[src/rtl/keypad_entry_pkg.sv]
package keypad_entry_pkg;

  typedef enum logic {
    MODE_ENTRY  = 1'b0,
    MODE_CHANGE = 1'b1
  } entry_mode_e;

  localparam int unsigned DEF_NUM_KEYS  = 4;
  localparam int unsigned DEF_DIGIT_W   = 4;
  localparam int unsigned DEF_DIGIT_MAX = 9;

endpackage

[src/rtl/keypad_edge_detect.sv]
module keypad_edge_detect #(
  parameter int unsigned WIDTH = 5
) (
  input  logic             clk,
  input  logic             rst,
  input  logic [WIDTH-1:0] level_i,
  output logic [WIDTH-1:0] rise_o
);

  logic [WIDTH-1:0] prev_q;

  // Reset loads ones so a button already down at reset release is not a press.
  always_ff @(posedge clk) begin
    if (rst) prev_q <= '1;
    else     prev_q <= level_i;
  end

  assign rise_o = level_i & ~prev_q;

endmodule

[src/rtl/keypad_digit_cell.sv]
module keypad_digit_cell #(
  parameter int unsigned DIGIT_W   = 4,
  parameter int unsigned DIGIT_MAX = 9
) (
  input  logic               clk,
  input  logic               rst,
  input  logic               clr_n_i,
  input  logic               step_i,
  output logic [DIGIT_W-1:0] digit_o
);

  localparam logic [DIGIT_W-1:0] TOP = DIGIT_W'(DIGIT_MAX);

  logic [DIGIT_W-1:0] digit_q;

  always_ff @(posedge clk) begin
    if (rst)               digit_q <= '0;
    else if (!clr_n_i)     digit_q <= '0;
    else if (step_i) begin
      if (digit_q >= TOP)  digit_q <= '0;
      else                 digit_q <= digit_q + 1'b1;
    end
  end

  assign digit_o = digit_q;

endmodule

[src/rtl/keypad_mode_toggle.sv]
module keypad_mode_toggle
  import keypad_entry_pkg::*;
(
  input  logic clk,
  input  logic rst,
  input  logic flip_i,
  output logic mode_o
);

  entry_mode_e mode_q;

  always_ff @(posedge clk) begin
    if (rst)         mode_q <= MODE_ENTRY;
    else if (flip_i) mode_q <= (mode_q == MODE_ENTRY) ? MODE_CHANGE : MODE_ENTRY;
  end

  assign mode_o = mode_q;

endmodule

[src/rtl/keypad_entry.sv]
module keypad_entry
  import keypad_entry_pkg::*;
#(
  parameter int unsigned NUM_KEYS  = DEF_NUM_KEYS,
  parameter int unsigned DIGIT_W   = DEF_DIGIT_W,
  parameter int unsigned DIGIT_MAX = DEF_DIGIT_MAX
) (
  input  logic                        clk,
  input  logic                        rst,
  input  logic [NUM_KEYS-1:0]         key_i,
  input  logic                        mode_key_i,
  input  logic                        clr_n_i,
  output logic [NUM_KEYS*DIGIT_W-1:0] digits_o,
  output logic                        edit_mode_o
);

  localparam int unsigned BUTTONS = NUM_KEYS + 1;

  logic [BUTTONS-1:0] rise;

  keypad_edge_detect #(.WIDTH(BUTTONS)) u_edges (
    .clk     (clk),
    .rst     (rst),
    .level_i ({mode_key_i, key_i}),
    .rise_o  (rise)
  );

  for (genvar k = 0; k < NUM_KEYS; k++) begin : g_digit
    keypad_digit_cell #(
      .DIGIT_W   (DIGIT_W),
      .DIGIT_MAX (DIGIT_MAX)
    ) u_cell (
      .clk     (clk),
      .rst     (rst),
      .clr_n_i (clr_n_i),
      .step_i  (rise[k]),
      .digit_o (digits_o[k*DIGIT_W +: DIGIT_W])
    );
  end

  keypad_mode_toggle u_mode (
    .clk    (clk),
    .rst    (rst),
    .flip_i (rise[NUM_KEYS]),
    .mode_o (edit_mode_o)
  );

endmodule

[config.mk]
export PLATFORM = sky130hd
export DESIGN_NAME = keypad_entry
export DESIGN_NICKNAME = d
export VERILOG_FILES = /design/src/rtl/keypad_entry_pkg.sv /design/src/rtl/keypad_edge_detect.sv /design/src/rtl/keypad_digit_cell.sv /design/src/rtl/keypad_mode_toggle.sv /design/src/rtl/keypad_entry.sv
export SDC_FILE = /design/constraint.sdc
export NUM_CORES = 1
export LEC_CHECK = 0
export BUFFER_PORTS_ARGS = -buffer_cell sky130_fd_sc_hd__buf_2
export CAP_MARGIN = 20
export CORE_MARGIN = 8
export CORE_UTILIZATION = 26
export DETAILED_ROUTE_END_ITERATION = 10
export PLACE_DENSITY = 0.54
export SYNTH_ARGS = -nofsm -noshare
export SYNTH_HDL_FRONTEND = slang
export SYNTH_HIERARCHICAL = 1
export SYNTH_SLANG_ARGS = --single-unit
[constraint.sdc]
create_clock -name clk -period 1.6 [get_ports clk]
set_clock_uncertainty 0.05 [all_clocks]
set_input_delay 0.08 -clock clk [delete_from_list [all_inputs] [get_ports clk]]
set_output_delay 0.08 -clock clk [all_outputs]
set_load 0.01 [all_outputs]
=== Yosys cells after proc, flatten, opt, wreduce, memory -nomap -nowiden ===
Cells that the tools add are included.

* ROM bits: 0
* Output and inout port bits: 17
* Register bits: 22
* Memories kept: 0
* Bits in latches: 0
* Input bits: 8
* Bits in writable memories: 0
* Word-level logic and storage cells: 23

* Muxes and demuxes: 5
* Shift operators: 0
* Equal/unequal tests: 0
* Order comparisons: 4
* Bitwise gates (word level): 3
* Reductions and logical operators: 1
* Multipliers: 0
* Div/mod/pow operators: 0
* $add $sub $neg: 4

{| class="wikitable"
|+ Operators by type and width
! kind !! count
|-
| adder 4 x 1 -> 4 bit, second input constant || 4
|-
| greater-or-equal comparator 4 bit, second input constant || 4
|-
| two-way mux 4 bit || 4
|-
| bitwise AND 5 bit || 1
|-
| NOT 5 bit || 1
|-
| OR reduction 2 bit || 1
|-
| two-way mux 1 bit || 1
|-
| NOT 1 bit || 1
|}

=== Logic depth before layout (Yosys ltp) ===
* Word-level depth: 2
* Gate-level depth with buffers: 5
* Mapped depth without buffers: 5

=== By module ===
The synthesis kept the hierarchy.

{| class="wikitable"
|+ By module, submodules not included
! module !! sequential area each (µm²) !! area an instance (µm²) !! cells each !! times used
|-
| keypad_digit_cell || 80.1 || 215.2 || 23 || 4
|-
| keypad_edge_detect || 100.1 || 162.7 || 15 || 1
|-
| keypad_mode_toggle || 20.0 || 32.5 || 3 || 1
|}

=== Worst setup path after synthesis ===
No wires, ideal clock.

* Kind: register to register
* Start: reg g_digit[0].u_cell.digit_q[0]
* End: reg g_digit[0].u_cell.digit_q[0]
* Buffers on the path: 0
* Data required time: 1.430 ns
* Stages on the path, launching flop included: 6
* Clock period less this slack: 1.226 ns
* Library setup time: 0.120 ns
* Setup slack: 0.374 ns
* Data arrival time: 1.056 ns
* Cell sequence: dfxtp_1 > inv_1 > ha_1 > nor3b_1 > o21ai_2 > nor2_1

* Longest elaborated chain between the ends: 2
* Elaborated cells between the ends (all ways): 3
* Those cells by class: 1 x add/sub; 1 x order compare; 1 x mux

{| class="wikitable"
|+ RTL lines
! item !! line !! source
|-
| from (decl) || keypad_digit_cell.sv:14 || <nowiki>logic [DIGIT_W-1:0] digit_q;</nowiki>
|-
| from (signal assigned) || keypad_digit_cell.sv:21 || <nowiki>else digit_q <= digit_q + 1'b1;</nowiki>
|-
| adder 4 x 1 -> 4 bit or greater-or-equal comparator 4 bit (tied branches) || keypad_digit_cell.sv:21, keypad_digit_cell.sv:20 ||
|-
| two-way mux 4 bit * || keypad_digit_cell.sv:20 || <nowiki>if (digit_q >= TOP) digit_q <= '0;</nowiki>
|}

Every way passes the cells marked *; elsewhere a longest branch is shown, timed or not.
A chain may end at the register's enable or synchronous reset.

=== Worst setup path after layout ===
* Start: in key_i[0]
* End: reg g_digit[0].u_cell.digit_q[0]

* Longest elaborated chain between the ends: 1

{| class="wikitable"
|+ RTL lines
! item !! line !! source
|-
| from (decl) || keypad_entry.sv:10 || <nowiki>input logic [NUM_KEYS-1:0] key_i,</nowiki>
|-
| bitwise AND 5 bit || keypad_edge_detect.sv:18 || <nowiki>assign rise_o = level_i & ~prev_q;</nowiki>
|-
| named net rise[0] || keypad_entry.sv:19 || <nowiki>logic [BUTTONS-1:0] rise;</nowiki>
|}

The timed path passes the listed nets, and every way through them passes these cells.

==> impl_results.md <==
* Status: completed
* Die ar. at 6360 um2
* First-pass GRT wire length at 3.51 mm
* Port bufs at 24
* Worst slew pin tran at 0.413 ns
* Yosys cell types at 14
* Num CTS Buffers at 3
* CP bufs+invs at 2
* Maximum vdd drop at 0.348 mV
* Complex-gate fraction of the synthesized area at 3.32%
* Clock latency on the worst-skew pair at 0.25 ns
* Worst Setup End Kind: register
* Area grow syn2layout at 27.3%
* Final hold vios at 0
* Global Route Usage Sum at 6.80%
* Num rows at 23
* Xor/xnor share of the synthesized area at 10.8%
* Post-layout minimum cycle time at 1.43 ns
* Root Driver: clkbuf_8
* Worst setup path class: in2reg
* DRT iter0 DRCs at 15
* Nets@finish at 164
* Min-delay worst type: in2reg
* Number of routed nets with antenna violations at 0
* MaxCap Viol Count at 0
* Simple-gate share of the synthesized area at 23.3%
* Fin Setup TNS at 0 ns
* Pwr per Cell Area at 767 nW/um2
* Worst path top cell family by delay: buffers and inverters
* Number of setup buffers added after CTS at 0
* Most frequent cells in the layout: buf_2, dfxtp_1, nor2_1
* Leakage at 0.554 nW
* Gpl congestion at 0.750
* Drt first pass iters at 2
* Reg2reg path depth at 5
* Syn Area/Cell at 9.60 um2
* Core footprint at 3940 um2
* Hold path cells at 2
* Post-Synthesis Cell Area at 1060 um2
* CTS tree: built
* Grt total ovfl at 0
* WP data arrival at 1.52 ns
* Worst-path clk slew at 0.08 ns
* Synth Area in Adders at 14.2%
* CP cell instances: dlygate4sd3_1 > buf_2 > nor2b_1 > nand2_1 > o21ai_2 > nor2_1
* Fill cell count at 403
* Final Util at 34.1%
* Vias in the first global route at 825
* Vias at 796
* Vias per Instance at 4.12
* Die width at 79.7 um
* Relative slew slack at 72.4%
* Final worst setup slack at 0.172 ns
* Largest family of logic cells by synthesized area: simple AND/OR/NAND/NOR gates
* Setup WS pre-CTS at 0.312 ns
* R2r startpoint: g_digit[2].u_cell/digit_o[0]
* Worst-path maximum fanout at 5
* ANT cells at 0
* Mux cell area share after synthesis at 3.79%
* R2r setup slk at 0.29 ns
* Sequential share of the synthesized area at 41.7%
* Hold Path Sink: u_mode/mode_o
* Post-layout power at 0.00103 W
* Post-DP HPWL at 1.65 mm
* Initial antenna violation count at 0
* Mapped Cells at 110
* Synth Register Bits at 22
* Boundary pin count at 25
* CTS H-tree depth at 1
* Final Cycle Share at 89.3%
* Clk sink count at 22
* Fmax at 700 MHz
* Drt total wl at 2.04 mm
* CTS Buffer Depth at 2
* Startpoint type of the worst setup path: input pin
* CP required at 1.69 ns
* Pins Over Slew Limit at 0
* Largest stage delay, worst path at 0.53 ns
* Die height at 79.7 um
* Most common cell after layout, fill and taps aside: buf_2
* Share of post-route cells with drive strength above 1 at 25.2%
* DR WL/cell at 10.6 um
* Largest net degree at the start of global routing at 13
* Hold Startpoint: rst
* Initial Utilization at 26.8%
* Finish-stage setup viols at 0
* RSZ-0062 raised after global routing: no
* RR Endpoint: g_digit[2].u_cell/digit_o[1]
* Worst path slowest cell: dlygate4sd3_1
* WHS at 0.0586 ns
* Remaining DRCs at 0
* Yosys synthesis warning count at 6
* Syn_nets at 130
[cell type report]
cell class / count / area, um2 / area share (%)
timing repair buffer: 29 / 170 / 12.7
clock buffer: 4 / 55.1 / 4.10
multi-input combinational: 80 / 586 / 43.6
inverter: 8 / 30.0 / 2.23
sequential: 22 / 440 / 32.8
tap: 50 / 62.6 / 4.66
[per-layer routing]
layer  up-vias  part of all wire, %  routed length (um)  track usage (%)
li1        413                    -                   -                -
met1       369                   45                 922             7.94
met2        12                   50                1010             11.6
met3         2                  4.3                  87             2.03
met4         0                 0.79                  16             2.18
met5         -                    0                   0                0
[how the worst max path moves through the flow]
stage                                      start                            to  slack [ns]  depth (start not counted)
finish                                  key_i[0]  g_digit[0].u_cell/digit_o[0]        0.17                          6
global route                            key_i[0]  g_digit[0].u_cell/digit_o[1]        0.07                          6
CTS                                     key_i[0]  g_digit[0].u_cell/digit_o[0]        0.17                          6
detailed placement  g_digit[3].u_cell/digit_o[0]  g_digit[3].u_cell/digit_o[0]        0.31                          5
global placement    g_digit[3].u_cell/digit_o[0]  g_digit[3].u_cell/digit_o[2]        0.35                          5
floorplan           g_digit[0].u_cell/digit_o[0]  g_digit[0].u_cell/digit_o[0]        0.37                          5
[timing repair]
action	4_1_cts	5_1_grt
endpoints found under the hold margin	5	0
hold buffers	5	0
resized for setup	0	0
[registers in the layout, indices dropped and copies added, names as in the netlist]
| signal | flops |
|---|---|
| u_mode/mode_o | 1 |
| u_edges/prev_q | 5 |
| g_digit.u_cell/digit_o | 16 |
[report_power, final]
group / internal [W] / switching [W] / total [W]
combinational: 0.0000400 / 0.0000379 / 0.0000779
sequential: 0.000558 / 0.00000721 / 0.000565
clock: 0.000219 / 0.000168 / 0.000387
total: 0.000817 / 0.000214 / 0.00103
[cells in the mapped netlist, drive strengths merged]
master  number  area, um2
dfxtp       22        440
nor2        17       73.8
ha          12        150
nor2b        9       56.3
inv          8       30.0
nand2        8       30.0
xor2         8       70.1
or2          5       31.3
xnor2        5       43.8
mux2i        4       40.0
nand4        4       25.0
nor3b        4       30.0
o21ai        4       35.0
[metrics by stage]
step	instance area (um2)	cells
global route	1340	193
global placement	1240	184
detailed placement	1240	184
floorplan	1060	110
finish	1340	193
CTS	1340	193
[kinds of logic (layout without fill, tap and decap cells)]
kind of cell / after synthesis / in the layout
multiplexers: 4 / 4
adder cells (fa/ha/maj): 12 / 12
buffers and inverters: 8 / 41
AO/OA/AOI/OAI: 4 / 4
flip-flops: 22 / 22
XOR/XNOR: 13 / 13
AND/OR/NAND/NOR: 47 / 47
(Power assumes the default switching activity.)
